<file path="config.mk">
export PLATFORM = sky130hd
export DESIGN_NAME = win_cnt
export DESIGN_NICKNAME = d
export VERILOG_FILES = /design/src/rtl/win_cnt_pkg.sv /design/src/rtl/win_cnt_hostif.sv /design/src/rtl/win_cnt_core.sv /design/src/rtl/win_cnt_cmp.sv /design/src/rtl/win_cnt.sv
export SDC_FILE = /design/constraint.sdc
export NUM_CORES = 1
export LEC_CHECK = 0
export ABC_AREA = 1
export CORE_MARGIN = 3
export CORE_UTILIZATION = 50
export CTS_CLUSTER_DIAMETER = 50
export CTS_CLUSTER_SIZE = 16
export DETAILED_ROUTE_END_ITERATION = 10
export GPL_TIMING_DRIVEN = 0
export PLACE_DENSITY_LB_ADDON = 0.3
export SETUP_SLACK_MARGIN = 0.5
export SLEW_MARGIN = 20
export SYNTH_ARGS = -nofsm -noshare
export SYNTH_HDL_FRONTEND = slang
export SYNTH_SLANG_ARGS = --single-unit
</file>
<file path="constraint.sdc">
create_clock -name clk_i -period 2.9 [get_ports clk_i]
set_clock_uncertainty 0.2 [all_clocks]
set_input_delay 0.29 -clock clk_i [delete_from_list [all_inputs] [get_ports clk_i]]
set_output_delay 0.29 -clock clk_i [all_outputs]
set_load 0.02 [all_outputs]
</file>
<file path="src/rtl/win_cnt_pkg.sv">
package win_cnt_pkg;
  localparam int unsigned BYTE_W = 8;

  function automatic int unsigned lanes(input int unsigned w);
    return (w + BYTE_W - 1) / BYTE_W;
  endfunction
endpackage

</file>
<file path="src/rtl/win_cnt_hostif.sv">
module win_cnt_hostif #(
  parameter int unsigned AW   = 8,
  parameter int unsigned IDW  = 6,
  parameter int unsigned NB   = 2,
  localparam int unsigned SELW = AW - IDW
) (
  input  logic [IDW-1:0] id_i,
  input  logic [AW-1:0]  addr_i,
  input  logic           wr_i,
  output logic [NB-1:0]  byte_we_o
);
  logic hit;
  assign hit = wr_i && (addr_i[AW-1:SELW] == id_i);

  for (genvar b = 0; b < NB; b++) begin : g_lane
    assign byte_we_o[b] = hit && (addr_i[SELW-1:0] == SELW'(b));
  end
endmodule

</file>
<file path="src/rtl/win_cnt_core.sv">
module win_cnt_core #(
  parameter int unsigned W  = 16,
  parameter int unsigned DW = 8,
  parameter int unsigned NB = 2
) (
  input  logic          clk_i,
  input  logic          rst_ni,
  input  logic          step_i,
  input  logic          load_ni,
  input  logic [W-1:0]  start_i,
  input  logic [NB-1:0] byte_we_i,
  input  logic [DW-1:0] data_i,
  output logic [W-1:0]  count_o
);
  logic [W-1:0] cnt_q, cnt_d;
  logic         armed_q;

  always_comb begin
    cnt_d = cnt_q;
    if (|byte_we_i) begin
      for (int i = 0; i < W; i++)
        if (byte_we_i[i/DW]) cnt_d[i] = data_i[i%DW];
    end else if (step_i) begin
      cnt_d = load_ni ? cnt_q + W'(1) : start_i;
    end
  end

  always_ff @(posedge clk_i or negedge rst_ni) begin
    if (!rst_ni) begin
      cnt_q   <= '0;
      armed_q <= 1'b0;
    end else if (!armed_q) begin
      cnt_q   <= start_i;
      armed_q <= 1'b1;
    end else begin
      cnt_q <= cnt_d;
    end
  end

  // before first edge the register is not yet loaded
  assign count_o = armed_q ? cnt_q : start_i;

  AST_INC: assert property (@(posedge clk_i) disable iff (!rst_ni)
    armed_q && step_i && load_ni && !(|byte_we_i) |=> cnt_q == $past(cnt_q) + W'(1));
  AST_HOLD: assert property (@(posedge clk_i) disable iff (!rst_ni)
    armed_q && !step_i && !(|byte_we_i) |=> cnt_q == $past(cnt_q));
  AST_RELOAD: assert property (@(posedge clk_i) disable iff (!rst_ni)
    armed_q && step_i && !load_ni && !(|byte_we_i) |=> cnt_q == $past(start_i));
  AST_LOAD_GATED: assert property (@(posedge clk_i) disable iff (!rst_ni)
    armed_q && !step_i && !load_ni && !(|byte_we_i) |=> $stable(cnt_q));
  AST_BYTE_WR: assert property (@(posedge clk_i) disable iff (!rst_ni)
    armed_q && byte_we_i[0] |=> cnt_q[DW-1:0] == $past(data_i));
  AST_ARM: assert property (@(posedge clk_i) disable iff (!rst_ni)
    !armed_q |=> cnt_q == $past(start_i));
endmodule

</file>
<file path="src/rtl/win_cnt_cmp.sv">
module win_cnt_cmp #(
  parameter int unsigned W = 16
) (
  input  logic [W-1:0] cnt_i,
  input  logic [W-1:0] stop_i,
  output logic         tc_o
);
  assign tc_o = (cnt_i == stop_i);
endmodule

</file>
<file path="src/rtl/win_cnt.sv">
module win_cnt #(
  parameter int unsigned CNT_W = 16,
  parameter int unsigned AW    = 8,
  parameter int unsigned IDW   = 6,
  localparam int unsigned DW   = win_cnt_pkg::BYTE_W,
  localparam int unsigned NB   = win_cnt_pkg::lanes(CNT_W)
) (
  input  logic             clk_i,
  input  logic             rst_ni,
  input  logic             ce1_i,
  input  logic             ce2_i,
  input  logic             load_ni,
  input  logic [CNT_W-1:0] start_i,
  input  logic [CNT_W-1:0] stop_i,
  input  logic [IDW-1:0]   id_i,
  input  logic [AW-1:0]    addr_i,
  input  logic [DW-1:0]    data_i,
  input  logic             wr_i,
  output logic [CNT_W-1:0] count_o,
  output logic             tc_o
);
  logic [NB-1:0] byte_we;
  logic          step;

  assign step = ce1_i && ce2_i;

  win_cnt_hostif #(.AW(AW), .IDW(IDW), .NB(NB)) u_hostif (
    .id_i(id_i), .addr_i(addr_i), .wr_i(wr_i), .byte_we_o(byte_we)
  );

  win_cnt_core #(.W(CNT_W), .DW(DW), .NB(NB)) u_core (
    .clk_i(clk_i), .rst_ni(rst_ni), .step_i(step), .load_ni(load_ni),
    .start_i(start_i), .byte_we_i(byte_we), .data_i(data_i), .count_o(count_o)
  );

  win_cnt_cmp #(.W(CNT_W)) u_cmp (
    .cnt_i(count_o), .stop_i(stop_i), .tc_o(tc_o)
  );

  AST_NO_WR_MISS: assert property (@(posedge clk_i) disable iff (!rst_ni)
    wr_i && (addr_i[AW-1:AW-IDW] != id_i) |-> byte_we == '0);
endmodule

</file>
# Word-level counts from Yosys, hierarchy flattened
# Cells that the tools add are included.
# Widths: inputs -> output; s select.
dict set report totals {
  reg_bits 17
  wordCells 39
}
dict set report op_classes {
  add_sub_neg 1
  n_eq_ne 6
  mux 21
  reduce_logical 8
}
# op count
set op_table {}
lappend op_table {{$mux 16} 5}
lappend op_table {{$add 16x1->16 const B} 1}
lappend op_table {{$eq 16x16->1} 1}
lappend op_table {{$mux 1} 16}
lappend op_table {{$ne 3x3->1 const B} 3}
lappend op_table {{$eq 6x6->1} 1}
lappend op_table {{$logic_and 1x1->1} 4}
lappend op_table {{$reduce_and 2->1} 2}
lappend op_table {{$eq 2x1->1 const B} 1}
lappend op_table {{$logic_not 2->1} 1}
lappend op_table {{$reduce_or 2->1} 1}

# Logic depth before layout (Yosys ltp)
# Gate-level depths: netlist of run 1.
dict set report logic_depth {
  ltp_word 6
  mapped_depth 13
}

# Hierarchy
# A second synthesis of run 1 with hierarchy kept.
dict set report unflattened {
  cells_unflattened 379
  hier_area_um2 2144.6
}
# module n_inst cells_each area_per_inst_um2 seq_area_each_um2
set modules_own_cells {}
lappend modules_own_cells {win_cnt_core 1 288 1740.4 425.4}
lappend modules_own_cells {win_cnt_cmp 1 51 246.5 0.0}
lappend modules_own_cells {win_cnt_hostif 1 38 150.1 0.0}
lappend modules_own_cells {win_cnt 1 2 7.5 0.0}

# Least setup slack after synthesis of run 1
# OpenSTA, ideal clock, no wires.
dict set report synth_timing {
  kind {register to output}
  startpoint {reg u_core.armed_q}
  endpoint {out tc_o}
  arrival_time_ns 1.709
  t_required_ns 2.410
  slack_ns 0.701
  path_stages_with_launch 9
  path_buffers 2
  cell_sequence {dfrtp_1 > buf_6 > inv_6 > buf_8 > o21ai_1 > xor2_1 > nor3_2 > nand2_1 > nor2_1}
}
dict set report synth_between {
  elab_chain_cells 2
}
# element line
set synth_lines {}
lappend synth_lines {{start, declared} win_cnt_core.sv:16} ;# logic armed_q;
lappend synth_lines {{start signal, assigned} win_cnt_core.sv:31} ;# armed_q <= 1'b0;
lappend synth_lines {{start signal, assigned} win_cnt_core.sv:34} ;# armed_q <= 1'b1;
lappend synth_lines {{$mux 16} win_cnt_core.sv:41} ;# assign count_o = armed_q ? cnt_q : start_i;
lappend synth_lines {{net count_o[11]} win_cnt.sv:19} ;# output logic [CNT_W-1:0] count_o,
lappend synth_lines {{$eq 16x16->1} win_cnt_cmp.sv:8} ;# assign tc_o = (cnt_i == stop_i);
lappend synth_lines {{end, declared} win_cnt.sv:20} ;# output logic tc_o
# The timed path passes the listed nets, and every way through them passes these cells.

# Worst setup path after layout of run 1
dict set report layout_timing {
  startpoint {reg u_core.armed_q}
  endpoint {out tc_o}
}
dict set report layout_between {
  elab_chain_cells 2
}
# element line
set layout_lines {}
lappend layout_lines {{$mux 16} win_cnt_core.sv:41}
lappend layout_lines {{$eq 16x16->1} win_cnt_cmp.sv:8}
# No other way between the ends.

==> summary.md, run 1 <==
| Metric | Value |
|---|---|
| Outcome | finished, final reports clean |
| Worst Path Arrival | 1.94 ns |
| Pin count of the biggest net entering global routing | 18 |
| Syn_area_per_cell | 6.02 um2 |
| Worst reg2reg path endpoint | u_core.cnt_q[10]$_DFFE_PN0P_ |
| Initial Utilization | 53.2% |
| Crit Path Class | flip-flop to output port |
| Fmax achieved | 412 MHz |
| Final Critical Period | 2.43 ns |
| Vias/cell | 5.42 |
| Setup TNS | 0 ns |
| Least-Margin Pin Slew | 0.877 ns |
| Fin. max-slew vios | 0 |
| RSZ-0062 raised after global routing | yes |
| Final hold vios | 0 |
| GRT overflow | 0 |
| Post-Route WL | 7360 um |
| Fin crit share | 83.7% |
| WHS | 0.325 ns |
| ANT nets after route | 0 |
| Area delta synth->final | 46.1% |
| Worst R2R Setup Slack | 0.91 ns |
| Worst-Skew Late Latency | 0.26 ns |
| Final RePlAce weighted congestion | 0.959 |
| Reg clk slew, reported paths | 0.07 ns |
| First drt pass iteration count | 8 |
| Die width | 72.0 um |
| Power Density | 316 nW/um2 |
| First-pass GRT wire length | 11200 um |
| Core area | 4090 um2 |
| Vias in the first global route | 2512 |
| Mapped Cells | 361 |
| IR drop worst, VDD | 0.171 mV |
| Starting DRT DRC Count | 288 |
| Total inserted antenna cells | 0 |
| Via count | 2694 |
| Total GRT Usage | 27.5% |
| Cell Rows | 23 |
| Max_slew headroom | 41.3% |
| Placement Cell Area | 3000 um2 |
| Static Leak | 0.00162 uW |
| Crit-path max FO | 6 |
| Max Cap Viol | 0 |
| CP Data Required Time | 2.41 ns |
| Port Buffers | 76 |
| Post-DR wirelength/cell | 14.8 um |
| IO Pins | 77 |
| Clk root buf | clkbuf_8 |
| Synth Warn # | 0 |
| DRC violations left | 0 |
| Register area share after synthesis | 19.6% |
| CP Launch Point | u_core.armed_q$_DFF_PN0_ |
| Min-delay worst type | primary input to async pin |
| Net Count, Synth | 422 |
| Antenna violations before repair | 0 |
| CTS tree | yes |
| Design area | 3180 um2 |
| H-tree depth | 1 |
| R2R depth | 8 |
| Max Root-Sink Buffers | 2 |
| Fin nets | 509 |
| Setup violators final | 0 |
| Clock Sinks | 17 |
| Share of cells above drive strength 1 | 15.2% |
| Final HPWL from detailed placement | 5420 um |
| CTS buffer count | 3 |
| Count of cell types in the netlist | 33 |
| CP startpoint kind | flip-flop |
| Yosys reg bits | 17 |
| Die height | 72.0 um |
| Worst r2r src | u_core.armed_q$_DFF_PN0_ |
| Setup crit end | tc_o |
| Mapped Area | 2170 um2 |
| Die area | 5180 um2 |
| Crit path capture type | output port |
## sequential cells by signal, indices dropped and copies added, names as in the netlist
| signal | cells |
|---|---|
| u_core.cnt_q | 16 |
| u_core.armed_q | 1 |
## cell usage in the layout (no fill, tap or decap), types with 2 or more instances in the layout
cell type        netlist  layout
nor2_1                43      43
clkbuf_8               0       3
buf_4                  0       5
o21ai_2               16      16
nand2_4                6       6
o21ai_0                9       9
nand4_1                4       4
inv_1                 39      39
clkbuf_16              0       2
o21ai_1                4       3
buf_6                  4       3
or2_2                  2       2
o211ai_1               4       4
dlymetal6s2s_1         0       4
nor3_2                 1       2
nor3_1                 3       2
inv_2                  3       3
clkdlybuf4s50_1        0      70
clkbuf_1               3       4
xnor2_1                7       6
dfrtp_1               17      17
buf_12                 0       2
nand2_1              123     122
nand3_2                2       2
a21oi_1                9       9
nand3_1               29      29
xor2_1                 8       8
nand2_2               13      14
## area by class of cell
class                      count  area [um2]
tap                           50        62.6
fill                         328         910
multi-input combinational    290        1510
inverter                      44         180
buffer                        10         104
sequential                    17         425
clock buffer                   4        45.0
timing repair buffer          82         847
## critical path, stage by stage (launching register included)
cell	delay (ns)
dfrtp_1	0.36
buf_8	0.13
clkinv_8	0.08
buf_12	0.15
nand2_2	0.07
o21ai_2	0.07
xnor2_1	0.21
nand2_1	0.12
nor3_1	0.15
nand2_1	0.07
nor2_1	0.11
buf_4	0.15
## cells in the mapped netlist (all sizes together)
library cell / count / share of area (%)
a21oi: 9 / 2.1
buf: 7 / 3.6
clkbuf: 3 / 0.52
conb: 1 / 0.17
dfrtp: 17 / 20
ha: 1 / 0.58
inv: 44 / 7.9
nand2: 142 / 28
nand3: 32 / 8.4
nand4: 4 / 1.2
nor2: 45 / 8.6
nor3: 4 / 1.2
o2111ai: 1 / 0.40
o211ai: 4 / 1.4
o21ai: 29 / 9.4
or2: 3 / 0.86
xnor2: 7 / 2.8
xor2: 8 / 3.2
## layer usage
metal	part of all wire, %	GRT usage, %
met3	9.5	4.85
met4	4.5	13.6
met5	0	0
met2	47	46.8
met1	39	33.3
## power breakdown
group / total (uW) / internal (uW) / switching [uW]
clock network: 188 / 97.8 / 89.8
logic: 511 / 236 / 275
registers: 306 / 267 / 38.9
total: 1000 / 601 / 404
## what timing repair did
item,4_1_cts,5_1_grt
endpoints found under the setup margin,2,5
buffers inserted,0,4
hold buffers,0,0
pin swaps,1,7
gates resized for setup,11,9
cloned,0,2
## worst min path at each step
| stage | startpoint | depth (start not counted) | end | slack, ns |
|---|---|---|---|---|
| after CTS | rst_ni | 1 | u_core.cnt_q[8]$_DFFE_PN0P_ | 0.35 |
| after floorplan | rst_ni | 0 | u_core.armed_q$_DFF_PN0_ | -0.21 |
| after global routing | rst_ni | 1 | u_core.cnt_q[14]$_DFFE_PN0P_ | 0.38 |
| after detailed placement | u_core.cnt_q[6]$_DFFE_PN0P_ | 2 | u_core.cnt_q[6]$_DFFE_PN0P_ | 0.35 |
| after global placement | u_core.cnt_q[6]$_DFFE_PN0P_ | 2 | u_core.cnt_q[6]$_DFFE_PN0P_ | 0.34 |
| final | rst_ni | 1 | u_core.cnt_q[8]$_DFFE_PN0P_ | 0.32 |
## through the flow
step	worst slack, ns	utilization [%]	std cells	total power (uW)
4_1_cts	0.417	75.1	491	981
5_1_grt	0.378	77.7	497	1070
3_5_place_dp	0.0734	73.4	487	788
3_3_place_gp	0.0967	73.4	487	773
2_1_floorplan	0.701	-	361	582
6_report	0.473	77.7	497	1000
## cell families (layout without fill, tap and decap cells)
family / count (synthesis) / count (layout) / synth area share (%)
buf+inv: 54 / 140 / 12.1
simple gates: 230 / 230 / 48.3
flops: 17 / 17 / 19.6
other cells: 1 / 1 / 0.172
xor+xnor: 15 / 15 / 6.04
compound gates: 43 / 43 / 13.3
fa+ha+maj: 1 / 1 / 0.575
(Power assumes the default switching activity.)
==> inputs of run 2 (changes only) <==
--- a/config.mk
+++ b/config.mk
@@ -7,7 +7,7 @@
 export LEC_CHECK = 0
 export ABC_AREA = 1
 export CORE_MARGIN = 3
-export CORE_UTILIZATION = 50
+export CORE_UTILIZATION = 46
 export CTS_CLUSTER_DIAMETER = 50
 export CTS_CLUSTER_SIZE = 16
 export DETAILED_ROUTE_END_ITERATION = 10
==> constraint.sdc (replaced) <==
create_clock -name clk_i -period 2.3 [get_ports clk_i]
set_clock_uncertainty 0.2 [all_clocks]
set_input_delay 0.23 -clock clk_i [delete_from_list [all_inputs] [get_ports clk_i]]
set_output_delay 0.23 -clock clk_i [all_outputs]
set_load 0.02 [all_outputs]
==> run 2 against run 1 <==
The run now ends with setup timing left. Non-clock buffer count grew 12. Clock power grew 34%. Highest routed layer unchanged. Count of clock-buffer cells in the layout is the same. Register-to-register slack lost 0.43 ns.
==> summary.md, run 2 (synthesis gave the netlist of run 1 again) <==
| Metric | Value |
|---|---|
| Max_slew headroom | 37.4% |
| Clock Sinks | 17 |
| Die area | 5590 um2 |
| Post-DR wirelength/cell | 17.1 um |
| Buffers plus inverters on the worst setup path | 5 |
| Worst-Skew Late Latency | 0.27 ns |
| Final HPWL from detailed placement | 5560 um |
| Least-Margin Pin Slew | 0.936 ns |
| Port Buffers | 76 |
| CTS tree | yes |
| Static Leak | 0.00182 uW |
| Fillers | 275 |
| Final non-filler cell total | 512 |
| Cell Rows | 24 |
| Post-place setup slack | -0.352 ns |
| Placement Cell Area | 3140 um2 |
| Area delta synth->final | 67.9% |
| Worst Path Arrival | 1.91 ns |
| Crit path capture type | output port |
| Outcome | finished, violations left |
| CP cell instances | buf_6, inv_8, buf_12, buf_12, o21ai_4, xnor2_2, o211ai_1, nor2_2, nand2_2, nor2_4, buf_6 |
| Setup violators final | 1 |
| Die width | 74.8 um |
| Clk root buf | clkbuf_8 |
| Via count | 2898 |
| Post-Route WL | 8770 um |
| Pin count of the biggest net entering global routing | 18 |
| Biggest register | u_core.cnt_q |
| Failing checks | setup timing |
| ANT nets after route | 0 |
| RSZ-0062 raised after global routing | yes |
| CP startpoint kind | flip-flop |
| IO Pins | 77 |
| H-tree depth | 1 |
| Max Root-Sink Buffers | 2 |
| Design area | 3650 um2 |
| Final Critical Period | 2.34 ns |
| Min-delay worst type | primary input to async pin |
| Dpl cells | 489 |
| First-pass GRT wire length | 12600 um |
| CP delay by family, top | buffers and inverters |
| Critical Path Max Stage Delay | 0.34 ns |
| GRT overflow | 0 |
| Max FFs per register | 16 |
| Most frequent cells in the layout | nand2_1 (112), clkdlybuf4s50_1 (45), inv_1 (38), nor2_1 (33), nand3_1 (21) |
| Fmax achieved | 427 MHz |
| Core area | 4440 um2 |
| Starting DRT DRC Count | 350 |
| Final RePlAce weighted congestion | 0.927 |
| Share of cells above drive strength 1 | 30.7% |
| CTS buffer count | 3 |
| CP Data Required Time | 1.87 ns |
| Worst path slowest cell | dfrtp_1 |
| Critical path depth | 11 |
| Vias in the first global route | 2767 |
| Total inserted antenna cells | 0 |
| Antenna violations before repair | 0 |
| IR drop worst, VDD | 0.458 mV |
| Power Density | 382 nW/um2 |
| Die height | 74.8 um |
| Fin. max-slew vios | 0 |
| Crit-path max FO | 6 |
| Crit Path Class | flip-flop to output port |
| Fin crit share | 102% |
| DRC violations left | 0 |
| Fin nets | 522 |
| First drt pass iteration count | 7 |
| R2R depth | 13 |
| Final hold vios | 0 |
| Biggest regs | u_core.cnt_q x16, u_core.armed_q x1 |
| Vias/cell | 5.66 |
| Reg clk slew, reported paths | 0.09 ns |
| Total GRT Usage | 29.4% |
| Fin worst setup slack | -0.0425 ns |
| Commonest non-fill, non-tap cell in the layout | nand2_1 |
| Max Cap Viol | 0 |
| Initial Utilization | 48.9% |
==> run 2: path summary, 6_finish.rpt <==
path | slack, ns | start | end
setup / recovery | -0.04 | u_core.armed_q$_DFF_PN0_ | tc_o
hold / removal | 0.28 | rst_ni | u_core.cnt_q[12]$_DFFE_PN0P_
setup reg to reg | 0.48 | u_core.cnt_q[0]$_DFFE_PN0P_ | u_core.cnt_q[6]$_DFFE_PN0P_
hold reg to reg | 0.35 | u_core.cnt_q[5]$_DFFE_PN0P_ | u_core.cnt_q[5]$_DFFE_PN0P_
max in group asynchronous | 0.97 | rst_ni | u_core.cnt_q[8]$_DFFE_PN0P_
min in group clk_i | 0.35 | u_core.cnt_q[5]$_DFFE_PN0P_ | u_core.cnt_q[5]$_DFFE_PN0P_
==> run 2: cell type report <==
type	count	area (um2)	area share (%)
repair buffers	94	1000	27.5
clock buffers	4	45.0	1.23
multi-input cells	291	1810	49.6
inverters	44	180	4.93
plain buffers	10	116	3.19
well taps	52	65.1	1.78
flip-flops and latches	17	432	11.8
==> run 2: power by group <==
group | internal, uW | switching, uW | leakage, uW
Sequential | 339 | 59.3 | 0.000196
Clock | 124 | 128 | 0.0000228
Combinational | 332 | 411 | 0.00160
==> run 2: what timing repair did <==
item,4_1_cts,5_1_grt
hold buffers,0,0
endpoints found under the setup margin,29,27
pin swaps,23,15
cloned,4,0
resized for setup,115,54
setup buffers,9,6
==> run 2: metal layers <==
layer	vias up	wire, um	part of all wire, %	GRT usage [%]
met1	1308	3260	37	35.7
li1	1338	-	-	-
met5	-	0	0	0
met2	204	4270	49	50.8
met4	0	379	4.3	12.6
met3	48	861	9.8	5.47
==> run 2: per-stage QoR <==
| stage | TNS (ns) | util [%] | total power (uW) | hold WS, ns |
|---|---|---|---|---|
| floorplan | 0 | - | 773 | -0.266 |
| global placement | -0.344 | 70.6 | 1020 | 0.336 |
| detailed placement | -0.352 | 70.6 | 1030 | 0.343 |
| CTS | -0.0161 | 77.3 | 1310 | 0.307 |
| global route | -0.132 | 82.2 | 1460 | 0.347 |
| finish | -0.0425 | 82.2 | 1390 | 0.277 |
==> inputs of run 3 (changes only) <==
--- a/config.mk
+++ b/config.mk
@@ -12,7 +12,7 @@
 export CTS_CLUSTER_SIZE = 16
 export DETAILED_ROUTE_END_ITERATION = 10
 export GPL_TIMING_DRIVEN = 0
-export PLACE_DENSITY_LB_ADDON = 0.3
+export PLACE_DENSITY = 0.78
 export SETUP_SLACK_MARGIN = 0.5
 export SLEW_MARGIN = 20
 export SYNTH_ARGS = -nofsm -noshare
==> run 3 against run 2 <==
The run still ends with setup timing left. Clock power is 4% lower. Hold slack better by 0.012 ns. Worst setup slack better by 0.039 ns. Count of clock-buffer cells in the layout is 1 lower. Critical path depth stayed put. Combinational power is 4.8% higher. Design area is 2.3% higher. Critical path type unchanged.
==> summary.md, run 3 (synthesis gave the netlist of run 1 again) <==
| Metric | Value |
|---|---|
| GRT overflow | 0 |
| Post-DR wirelength/cell | 17.3 um |
| Power Density | 379 nW/um2 |
| Commonest non-fill, non-tap cell in the layout | nand2_1 |
| Post-layout util | 84.1% |
| Fin worst setup slack | -0.00356 ns |
| Worst Path Arrival | 1.87 ns |
| Port Buffers | 76 |
| Placement Cell Area | 3140 um2 |
| Post-Route WL | 8980 um |
| Critical Path Max Stage Delay | 0.38 ns |
| CP startpoint kind | flip-flop |
| Area delta synth->final | 71.8% |
| Crit Path Class | flip-flop to output port |
| Biggest regs | u_core.cnt_q x16, u_core.armed_q x1 |
| Clk root buf | clkbuf_8 |
| Final HPWL from detailed placement | 5640 um |
| Final non-filler cell total | 518 |
| IO Pins | 77 |
| Initial Utilization | 48.9% |
| Sw frac | 43.0% |
| Setup violators final | 1 |
| First drt pass iteration count | 7 |
| H-tree depth | 1 |
| Design area | 3740 um2 |
| Final hold vios | 0 |
| CTS tree | yes |
| Die width | 74.8 um |
| Crit-path max FO | 6 |
| Starting DRT DRC Count | 233 |
| Max FFs per register | 16 |
| Final Critical Period | 2.30 ns |
| Crit path top cell by count | buf_6 |
| First-pass GRT wire length | 12400 um |
| Reg power frac | 27.8% |
| Worst path slowest cell | dfrtp_1 |
| Vias/cell | 5.70 |
| Least-Margin Pin Slew | 0.943 ns |
| Biggest register | u_core.cnt_q |
| Most frequent cells in the layout | nand2_1 (106), clkdlybuf4s50_1 (45), inv_1 (38), nor2_1 (33), nand2_2 (26) |
| Clock power share | 17.2% |
| Total GRT Usage | 29.3% |
| IR drop worst, VDD | 0.368 mV |
| Antenna violations before repair | 0 |
| Core area | 4440 um2 |
| Max Cap Viol | 0 |
| Max Root-Sink Buffers | 2 |
| Max_slew headroom | 36.9% |
| Min-delay worst type | primary input to async pin |
| Failing checks | setup timing |
| Crit path capture type | output port |
| Cell Rows | 24 |
| Total internal power | 807 uW |
| DRC violations left | 0 |
| Combinational power share | 55.1% |
| Total inserted antenna cells | 0 |
| NetSw | 610 uW |
| CP cell instances | buf_6, clkinv_8, buf_12, nand2_4, o21ai_4, or2_1, o2111ai_1, nor2_1, nand2_1, nor2_4, buf_6 |
| CP Data Required Time | 1.87 ns |
| Clock Sinks | 17 |
| Static Leak | 0.00187 uW |
| ANT nets after route | 0 |
| Share of cells above drive strength 1 | 33.7% |
| Worst-Skew Late Latency | 0.26 ns |
| Fmax achieved | 434 MHz |
| Post-place setup slack | -0.326 ns |
| Fin nets | 528 |
| RSZ-0062 raised after global routing | yes |
| Total Power | 1420 uW |
| Outcome | finished, violations left |
| Fin. max-slew vios | 0 |
| Via count | 2955 |
| Buffers plus inverters on the worst setup path | 4 |
| Final RePlAce weighted congestion | 0.913 |
| Vias in the first global route | 2635 |
| Dpl cells | 489 |
| Die area | 5590 um2 |
| Pin count of the biggest net entering global routing | 18 |
| Reg clk slew, reported paths | 0.08 ns |
| CTS buffer count | 3 |
| Die height | 74.8 um |
| CP delay by family, top | simple AND/OR/NAND/NOR gates |
| Fin crit share | 100% |
run 3: worst reg2reg max path: stages (launching register included):
cell and delay [ns]:
dfrtp_1 0.39, buf_6 0.12, ha_4 0.14, nand3_4 0.14, nor2_4 0.21, nand2_2 0.07
nand3_2 0.08, nand2_2 0.06, nand2_2 0.05, nand2_1 0.04, nand2_1 0.05, nand2_1 0.06
nand2_1 0.06, nand2_1 0.06
run 3: metrics by stage:
stage | TNS (ns) | hold WS (ns)
floorplan | 0 | -0.266
global placement | -0.315 | 0.339
detailed placement | -0.326 | 0.345
CTS | -0.0170 | 0.298
global route | -0.0917 | 0.329
finish | -0.00356 | 0.288
run 3: timing repair:
item	4_1_cts	5_1_grt
setup buffers	15	5
resized for setup	118	60
setup endpoints to repair	30	28
pin swaps	29	22
hold buffers	0	0
cloned	5	0
run 3: path summary, 6_finish.rpt:
kind | startpoint | end | slack (ns) | depth (start not counted)
min in group clk_i | u_core.cnt_q[5]$_DFFE_PN0P_ | u_core.cnt_q[5]$_DFFE_PN0P_ | 0.39 | 2
max in group asynchronous | rst_ni | u_core.cnt_q[9]$_DFFE_PN0P_ | 0.97 | 1
worst min register to register | u_core.cnt_q[5]$_DFFE_PN0P_ | u_core.cnt_q[5]$_DFFE_PN0P_ | 0.39 | 2
worst max-delay path | u_core.armed_q$_DFF_PN0_ | tc_o | -0.004 | 11
worst min-delay path | rst_ni | u_core.cnt_q[2]$_DFFE_PN0P_ | 0.29 | 1
worst max register to register | u_core.cnt_q[1]$_DFFE_PN0P_ | u_core.cnt_q[6]$_DFFE_PN0P_ | 0.45 | 13
run 3: area by class of cell:
cell class              count  area, um2
inverters                  44        185
repair buffers            101       1030
clock inverters             1       5.00
fillers                   277        708
multi-input cells         290       1860
plain buffers              10        115
flip-flops and latches     17        429
well taps                  52       65.1
clock buffers               3       41.3
run 3: layer usage:
| metal | GRT usage [%] | vias up | part of all wire [%] | wire (um) |
|---|---|---|---|---|
| li1 | - | 1354 | - | - |
| met1 | 35.7 | 1343 | 38 | 3380 |
| met2 | 50.2 | 215 | 49 | 4410 |
| met3 | 7.08 | 43 | 9.8 | 881 |
| met4 | 10.5 | 0 | 3.5 | 313 |
| met5 | 0 | - | 0 | 0 |
run 3: power groups by stage:
stage / combinational [uW] / clock (uW) / sequential (uW)
after floorplan: 397 / 0 / 376
after global placement: 633 / 0 / 389
after detailed placement: 642 / 0 / 389
after CTS: 706 / 240 / 384
after global routing: 833 / 252 / 397
final: 780 / 243 / 393
